### config.mk
export PLATFORM = sky130hd
export DESIGN_NAME = slot_bit_regen
export DESIGN_NICKNAME = d
export VERILOG_FILES = /design/src/rtl/slot_regen_pkg.sv /design/src/rtl/strobe_sync.sv /design/src/rtl/slot_timer.sv /design/src/rtl/tx_serializer.sv /design/src/rtl/rx_deserializer.sv /design/src/rtl/slot_bit_regen.sv
export SDC_FILE = /design/constraint.sdc
export NUM_CORES = 1
export LEC_CHECK = 0
export BUFFER_PORTS_ARGS = -buffer_cell sky130_fd_sc_hd__buf_2
export CAP_MARGIN = 15
export CORE_AREA = 2 2 85 87
export CTS_CLUSTER_DIAMETER = 150
export CTS_CLUSTER_SIZE = 12
export DETAILED_ROUTE_END_ITERATION = 7
export DIE_AREA = 0 0 87 89
export SLEW_MARGIN = 20
export SYNTH_ARGS = -nofsm -noshare
export SYNTH_HDL_FRONTEND = slang
export SYNTH_HIERARCHICAL = 1
export SYNTH_SLANG_ARGS = --single-unit
### constraint.sdc
create_clock -name clk -period 1.65 [get_ports clk]
set_input_delay 0.165 -clock clk [delete_from_list [all_inputs] [get_ports clk]]
set_output_delay 0.165 -clock clk [all_outputs]
set_load 0.02 [all_outputs]
### src/rtl/slot_regen_pkg.sv
package slot_regen_pkg;

    typedef enum logic [1:0] {
        TM_IDLE,
        TM_LEAD,
        TM_CELLS
    } tm_state_e;

    // Per-cycle timing events produced by the slot timer
    typedef struct packed {
        logic start;    // frame start (strobe rise while enabled)
        logic window;   // inside the eight regenerated cells
        logic advance;  // last cycle of a cell
        logic sample;   // receive sample point
        logic finish;   // last cycle of the final cell
    } slot_evt_t;

    localparam logic [2:0] SEL_SLOW = 3'b100;
    localparam logic [2:0] SEL_FAST = 3'b101;

    function automatic logic sel_is_async(input logic [2:0] sel);
        return (sel == SEL_SLOW) || (sel == SEL_FAST);
    endfunction

    function automatic int unsigned sel_cell_len(input logic [2:0] sel,
                                                 input int unsigned slow,
                                                 input int unsigned fast);
        return (sel == SEL_FAST) ? fast : slow;
    endfunction

    function automatic int unsigned max_u(input int unsigned a, input int unsigned b);
        return (a > b) ? a : b;
    endfunction

endpackage

### src/rtl/strobe_sync.sv
module strobe_sync #(
    parameter int unsigned STAGES = 2
) (
    input  logic clk,
    input  logic rst,
    input  logic strobe_in,
    output logic rise
);
    logic [STAGES-1:0] chain;
    logic              last_q;

    generate
        for (genvar g = 0; g < STAGES; g++) begin : g_stage
            if (g == 0) begin : g_first
                always_ff @(posedge clk) begin
                    if (rst) chain[0] <= 1'b0;
                    else     chain[0] <= strobe_in;
                end
            end else begin : g_next
                always_ff @(posedge clk) begin
                    if (rst) chain[g] <= 1'b0;
                    else     chain[g] <= chain[g-1];
                end
            end
        end
    endgenerate

    always_ff @(posedge clk) begin
        if (rst) last_q <= 1'b0;
        else     last_q <= chain[STAGES-1];
    end

    assign rise = chain[STAGES-1] & ~last_q;
endmodule

### src/rtl/slot_timer.sv
module slot_timer
    import slot_regen_pkg::*;
#(
    parameter int unsigned CELL_SLOW    = 32,
    parameter int unsigned CELL_FAST    = 16,
    parameter int unsigned LAUNCH       = 3,
    parameter int unsigned SAMPLE_EXTRA = 2,
    parameter int unsigned SLOT_BITS    = 8
) (
    input  logic       clk,
    input  logic       rst,
    input  logic       enable,
    input  logic       rise,
    input  logic [2:0] speed_sel,
    output slot_evt_t  evt
);
    localparam int unsigned CELL_MAX = max_u(CELL_SLOW, CELL_FAST);
    localparam int unsigned CNT_W    = $clog2(max_u(CELL_MAX, LAUNCH) + 1);
    localparam int unsigned BIT_W    = (SLOT_BITS > 1) ? $clog2(SLOT_BITS) : 1;

    tm_state_e        state;
    logic [CNT_W-1:0] cnt;
    logic [BIT_W-1:0] bit_idx;
    logic [CNT_W-1:0] cell_last;
    logic [CNT_W-1:0] sample_at;
    logic [CNT_W-1:0] lead_last;
    logic             cell_end;
    logic             last_bit;

    always_comb begin
        cell_last = CNT_W'(sel_cell_len(speed_sel, CELL_SLOW, CELL_FAST) - 1);
        sample_at = CNT_W'(sel_cell_len(speed_sel, CELL_SLOW, CELL_FAST) / 2
                           + SAMPLE_EXTRA - LAUNCH);
        lead_last = CNT_W'(LAUNCH - 1);
        cell_end  = (state == TM_CELLS) && (cnt == cell_last);
        last_bit  = (bit_idx == BIT_W'(SLOT_BITS - 1));
    end

    always_ff @(posedge clk) begin
        if (rst) begin
            state   <= TM_IDLE;
            cnt     <= '0;
            bit_idx <= '0;
        end else if (!enable) begin
            state   <= TM_IDLE;
            cnt     <= '0;
            bit_idx <= '0;
        end else if (rise) begin
            // realign: strobe wins over anything in flight
            state   <= TM_LEAD;
            cnt     <= '0;
            bit_idx <= '0;
        end else begin
            unique case (state)
                TM_LEAD: begin
                    if (cnt == lead_last) begin
                        state   <= TM_CELLS;
                        cnt     <= '0;
                        bit_idx <= '0;
                    end else begin
                        cnt <= cnt + 1'b1;
                    end
                end
                TM_CELLS: begin
                    if (cell_end) begin
                        cnt <= '0;
                        if (last_bit) state <= TM_IDLE;
                        else          bit_idx <= bit_idx + 1'b1;
                    end else begin
                        cnt <= cnt + 1'b1;
                    end
                end
                default: begin
                    cnt     <= '0;
                    bit_idx <= '0;
                end
            endcase
        end
    end

    always_comb begin
        evt.start   = enable & rise;
        evt.window  = (state == TM_CELLS);
        evt.advance = cell_end & enable & ~rise;
        evt.sample  = (state == TM_CELLS) && (cnt == sample_at) && enable && !rise;
        evt.finish  = cell_end & last_bit & enable & ~rise;
    end
endmodule

### src/rtl/tx_serializer.sv
module tx_serializer
    import slot_regen_pkg::*;
#(
    parameter int unsigned W = 8
) (
    input  logic         clk,
    input  logic         rst,
    input  slot_evt_t    evt,
    input  logic [W-1:0] tx_byte,
    output logic         dout,
    output logic         dout_en
);
    logic [W-1:0] hold_q;
    logic [W-1:0] shift_q;

    always_ff @(posedge clk) begin
        if (rst) begin
            hold_q  <= '0;
            shift_q <= '0;
        end else if (evt.start) begin
            shift_q <= hold_q;    // byte captured one frame earlier
            hold_q  <= tx_byte;
        end else if (evt.advance) begin
            shift_q <= {shift_q[W-2:0], 1'b0};
        end
    end

    assign dout_en = evt.window;
    assign dout    = evt.window ? shift_q[W-1] : 1'b0;
endmodule

### src/rtl/rx_deserializer.sv
module rx_deserializer
    import slot_regen_pkg::*;
#(
    parameter int unsigned W = 8
) (
    input  logic         clk,
    input  logic         rst,
    input  slot_evt_t    evt,
    input  logic         din,
    output logic [W-1:0] rx_byte,
    output logic         rx_valid
);
    logic [W-1:0] shift_q;
    logic         done_q;

    always_ff @(posedge clk) begin
        if (rst) begin
            shift_q  <= '0;
            done_q   <= 1'b0;
            rx_byte  <= '0;
            rx_valid <= 1'b0;
        end else begin
            rx_valid <= evt.start & done_q;
            if (evt.start && done_q) rx_byte <= shift_q;
            if (evt.start)       done_q <= 1'b0;
            else if (evt.finish) done_q <= 1'b1;
            if (evt.sample) shift_q <= {shift_q[W-2:0], din};
        end
    end
endmodule

### src/rtl/slot_bit_regen.sv
module slot_bit_regen
    import slot_regen_pkg::*;
#(
    parameter int unsigned CELL_SLOW    = 32,
    parameter int unsigned CELL_FAST    = 16,
    parameter int unsigned LAUNCH       = 3,
    parameter int unsigned SAMPLE_EXTRA = 2,
    parameter int unsigned SYNC_STAGES  = 2
) (
    input  logic       clk,
    input  logic       rst,
    input  logic [2:0] speed_sel,
    input  logic       strobe_in,
    input  logic       din,
    input  logic [7:0] tx_byte,
    output logic       dout,
    output logic       dout_en,
    output logic [7:0] rx_byte,
    output logic       rx_valid,
    output logic       async_active
);
    localparam int unsigned SLOT_BITS = 8;

    logic      rise;
    slot_evt_t evt;

    assign async_active = sel_is_async(speed_sel);

    strobe_sync #(.STAGES(SYNC_STAGES)) u_sync (
        .clk       (clk),
        .rst       (rst),
        .strobe_in (strobe_in),
        .rise      (rise)
    );

    slot_timer #(
        .CELL_SLOW    (CELL_SLOW),
        .CELL_FAST    (CELL_FAST),
        .LAUNCH       (LAUNCH),
        .SAMPLE_EXTRA (SAMPLE_EXTRA),
        .SLOT_BITS    (SLOT_BITS)
    ) u_timer (
        .clk       (clk),
        .rst       (rst),
        .enable    (async_active),
        .rise      (rise),
        .speed_sel (speed_sel),
        .evt       (evt)
    );

    tx_serializer #(.W(SLOT_BITS)) u_tx (
        .clk     (clk),
        .rst     (rst),
        .evt     (evt),
        .tx_byte (tx_byte),
        .dout    (dout),
        .dout_en (dout_en)
    );

    rx_deserializer #(.W(SLOT_BITS)) u_rx (
        .clk      (clk),
        .rst      (rst),
        .evt      (evt),
        .din      (din),
        .rx_byte  (rx_byte),
        .rx_valid (rx_valid)
    );
endmodule

Word level (Yosys, flattened, before mapping)
Index checks and enable logic that the tools add are counted.
{ "totals": {"register_bits": 48, "output_inout_bits": 12} }
{ "op_classes": {"add_sub_neg": 5, "eq_ne": 15, "n_reduce_logical": 16, "n_bitwise": 11, "n_mux": 16} }
{ "ops": {"columns": ["operator", "count"], "rows": [
  ["6-bit 2-to-1 mux", 3],
  ["8-bit 2-to-1 mux", 2],
  ["6-bit == test", 2],
  ["6-bit case mux with 2 select lines", 1],
  ["3-bit == test, second input constant", 3],
  ["3-bit 2-to-1 mux", 3],
  ["3-bit by 1-bit != test with 1-bit output, second input constant", 3],
  ["1-bit bitwise AND", 8],
  ["4-bit AND reduction", 2],
  ["6-bit by 1-bit adder with 6-bit output, second input constant", 1],
  ["6-bit by 2-bit adder with 6-bit output, second input constant", 1],
  ["6-bit by 2-bit == test with 1-bit output, second input constant", 1],
  ["2-bit 2-to-1 mux", 3],
  ["2-bit by 1-bit != test with 1-bit output, second input constant", 3],
  ["3-bit case mux with 2 select lines", 1],
  ["6-bit by 1-bit subtractor with 6-bit output, second input constant", 1],
  ["6-bit by 2-bit subtractor with 6-bit output, second input constant", 1],
  ["1-bit logical AND", 5],
  ["2-bit case mux with 2 select lines", 1],
  ["2-bit nonzero test", 2],
  ["2-bit OR reduction", 2],
  ["3-bit by 1-bit adder with 3-bit output, second input constant", 1],
  ["1-bit NOT", 3],
  ["3-bit AND reduction", 1],
  ["8 further kinds", 9]
]} }

Longest topological paths before layout
{ "depth": {"depth_word": 9, "mapped_depth": 8} }

Hierarchy
Netlist, hierarchy kept.
{ "modules_own_cells": {"columns": ["module", "cells_each", "area_per_inst_um2", "instances"], "rows": [
  ["rx_deserializer", 69, 807.0, 1],
  ["slot_timer", 79, 714.4, 1],
  ["tx_serializer", 64, 678.2, 1],
  ["strobe_sync", 7, 87.6, 1],
  ["slot_bit_regen", 1, 13.8, 1]
]} }

Worst setup path after synthesis
OpenSTA, ideal clock, no wires.
{ "synth_timing": {"path_type": "register to register", "start": "reg u_timer.state[0]", "end": "reg u_tx.shift_q[1]", "arrival_time_ps": 1657, "n_path_buf": 2, "stages_incl_launch_ff": 9, "setup_ps": 127, "setup_slack_ps": -134, "cell_sequence": "dfxtp_1 > inv_1 > ha_1 > clkbuf_1 > nor3b_1 > nor3b_1 > buf_6 > mux2i_1 > a211oi_1"} }
{ "synth_lines": {"columns": ["item", "line_no", "rtl"], "rows": [
  ["start: declaration", "slot_timer.sv:21", "tm_state_e state;"],
  ["start signal: assignment", "slot_timer.sv:41", "state <= TM_IDLE;"],
  ["start signal: assignment", "slot_timer.sv:45", "state <= TM_IDLE;"],
  ["start signal: assignment", "slot_timer.sv:50", "state <= TM_LEAD;"],
  ["end signal: assignment", "tx_serializer.sv:21", "shift_q <= hold_q;"],
  ["end signal: assignment", "tx_serializer.sv:24", "shift_q <= {shift_q[W-2:0], 1'b0};"],
  ["end: declaration", "tx_serializer.sv:14", "logic [W-1:0] shift_q;"]
]} }

==> flow_summary.toml <==
[status]
outcome = "complete, no violations"

[placed_design]
portBuffers = 26
detailed_place_hpwl_um = 2880
gp_congestion = 0.790
postPlaceCellArea_um2 = 2530

[setup_path]
path_max_fanout = 8
crit_required_ns = 1.89
crit_path_start_kind = "register"
crit_arrival_ns = 1.83
crit_path_end_kind = "register"
critPathKind = "register to register"

[route]
num_vias = 1606
drt-total-wl_um = 4180
wl_per_cell_um = 12.4
viasPerCell = 4.78
drtPass1Iterations = 4
drcViolationCount = 0
drtIter0Drc = 61
postRouteAntennaNets = 0

[sta]
final.period_utilization_pct = 96.2
hold_violations = 0
finalSetupViolations = 0
rsz0062_at_grt = "yes"
fmax_mhz = 630
period_minus_slack_ns = 1.59
maxSlewHeadroom_pct = 68.8
slew_violations = 0
tightestPinTransition_ns = 0.468
finalClockSkew_ns = 0.00618

[global_routing]
grt_pass1_vias = 1602
grt_overflow = 0
grt_max_degree = 25
met3_usage_pct = 3.32
grt_busiest_layer = "met2"
use_met2_pct = 19.6
grt_usage_pct = 11.6
met1_usage_pct = 14.5
antenna_found_initial = 0
grt_pass1_wl_um = 7200

[cells_and_area]
n_fill_cell = 654
final_common_cell = "dfxtp_1"
layout-drive-gt1-share_pct = 39.8
diodes = 0
final_area_um2 = 2710
final_cell_mix = "41 x dfxtp_1, 26 x buf_2, 23 x mux2i_1"
fin_util_pct = 40.3
area_growth_pct = 17.6
nets = 276

[pwr]
power_frac_seq_pct = 54.9
combPwrFrac_pct = 4.1
clkPwrFrac_pct = 40.9
p_leak_nw = 0.946
power.internal_w = 0.00166
power_per_cell_area_nw_per_um2 = 788
irDropWorstVdd_mv = 0.490
p_sw_share_pct = 22.1
switchingPower_w = 0.000471

[clocking]
clk_pin_slew_ns = 0.09
htree_num_levels = 2
insertion_delay_ns = 0.30
cts_max_path_buffers = 2
root_buffer = "clkbuf_8"
numCtsBuffers = 5
clock-sinks = 48
cts_tree = "built"

[yosys]
ys_seq_area_share_pct = 41.8
synth_area_per_cell_um2 = 10.5
post_synth_num_cell_types = 43
netlist_area_um2 = 2300
syn_inst = 220
synth_nets = 241
synth_flop_cell = "dfxtp_1"
yosys_warnings = 6
ys_seq_elements = 48
synth_edf_count = 0
async_flop_share_pct = 0

[floorplanning]
num_rows = 30
io_pins = 27
start_util_pct = 34.2
dieArea_um2 = 7740
dieHeight_um = 89
core_um2 = 6720
dieWidth_um = 87

[flow_run]
drv_cap = 0

[hold_path]
hp-class = "primary input to register"
final cells by class:
class	count	area, µm²	share of cell area (%)
clock inverter	3	46.3	1.71
tap	80	100	3.70
clock buffer	5	68.8	2.54
timing repair buffer	43	262	9.67
sequential	48	970	35.8
multi-input combinational	151	1240	45.7
inverter	6	22.5	0.833
power by group through the flow:
stage	clock, W	sequential (W)	combinational, W
after floorplan	0	0.00120	0.0000549
after global placement	0	0.00120	0.0000865
after detailed placement	0	0.00120	0.0000872
after CTS	0.000914	0.00117	0.0000876
after global routing	0.000955	0.00117	0.0000972
final	0.000872	0.00117	0.0000878
critical path, stage by stage, from the launching register on:
cell and delay (ns):
dfxtp_2 0.37, inv_2 0.05, ha_4 0.15, nor3b_2 0.15, nor3b_2 0.17, buf_6 0.14
or3b_4 0.39, a21oi_2 0.11
synth_stat cells, types with 4 or more instances:
| library cell | count | share of area (%) |
|---|---|---|
| a211oi_1 | 13 | 4.2 |
| a21bo_2 | 9 | 3.9 |
| a21oi_2 | 9 | 3.4 |
| buf_4 | 4 | 1.3 |
| buf_6 | 5 | 2.4 |
| dfxtp_1 | 48 | 42 |
| ha_1 | 6 | 3.3 |
| inv_1 | 6 | 0.98 |
| mux2i_1 | 23 | 10 |
| nand2_1 | 6 | 0.98 |
| nand3_1 | 8 | 1.7 |
| nand3_2 | 9 | 3.9 |
| nor2_1 | 21 | 3.4 |
| nor2b_1 | 11 | 3.0 |
worst paths after layout:
check | startpoint | endpoint | slack, ns | depth (start not counted)
max reg2reg | u_timer/state[0] | u_tx/shift_q[0] | 0.06 | 7
max | u_timer/state[0] | u_tx/shift_q[0] | 0.06 | 7
min reg2reg | u_sync/chain[0] | u_sync/chain[1] | 0.45 | 1
min | strobe_in | u_sync/chain[0] | 0.07 | 2
cell families (layout without fill, tap and decap cells):
logic type	after synthesis	in the layout	share of synthesized area [%]
AOI/OAI and AO/OA	40	40	15.0
xor gates and xnor gates	6	6	2.61
adders and majority gates	6	6	3.26
buffers and inverters	21	57	7.18
DFF	48	48	41.8
muxes	23	23	10.0
and+or+nand+nor	76	76	20.2
metal layers:
layer  part of all wire (%)  wire length (µm)
met3                    3.6               151
met5                      0                 0
met4                   0.91                38
met2                     47              1950
met1                     49              2030
registers in the layout, indices dropped and copies added (netlist names):
register,cells
u_rx/rx_byte,8
u_rx/shift_q,8
u_tx/hold_q,8
u_tx/shift_q,8
u_timer/cnt,6
u_timer/bit_idx,3
u_sync/chain,2
u_timer/state,2
u_rx/done_q,1
u_rx/rx_valid,1
u_sync/last_q,1
repair_timing:
action | CTS | global route
pin swaps | 1 | 5
endpoints found under the setup margin | 9 | 21
gates resized for setup | 2 | 13
hold buffers | 0 | 0
buffers inserted | 1 | 1
through the flow:
step / setup WS (ns) / total power, W / hold WS, ns / instances / TNS (ns)
3_5_place_dp: -0.0229 / 0.00128 / 0.387 / 326 / -0.0801
3_3_place_gp: 0.0284 / 0.00128 / 0.378 / 326 / 0
2_1_floorplan: -0.0123 / 0.00125 / 0.237 / 220 / -0.0123
6_report: 0.0623 / 0.00213 / 0.0686 / 336 / 0
5_1_grt: -0.00838 / 0.00222 / 0.0849 / 336 / -0.00838
4_1_cts: 0.00764 / 0.00217 / 0.0583 / 335 / 0
(Power assumes the default switching activity.)
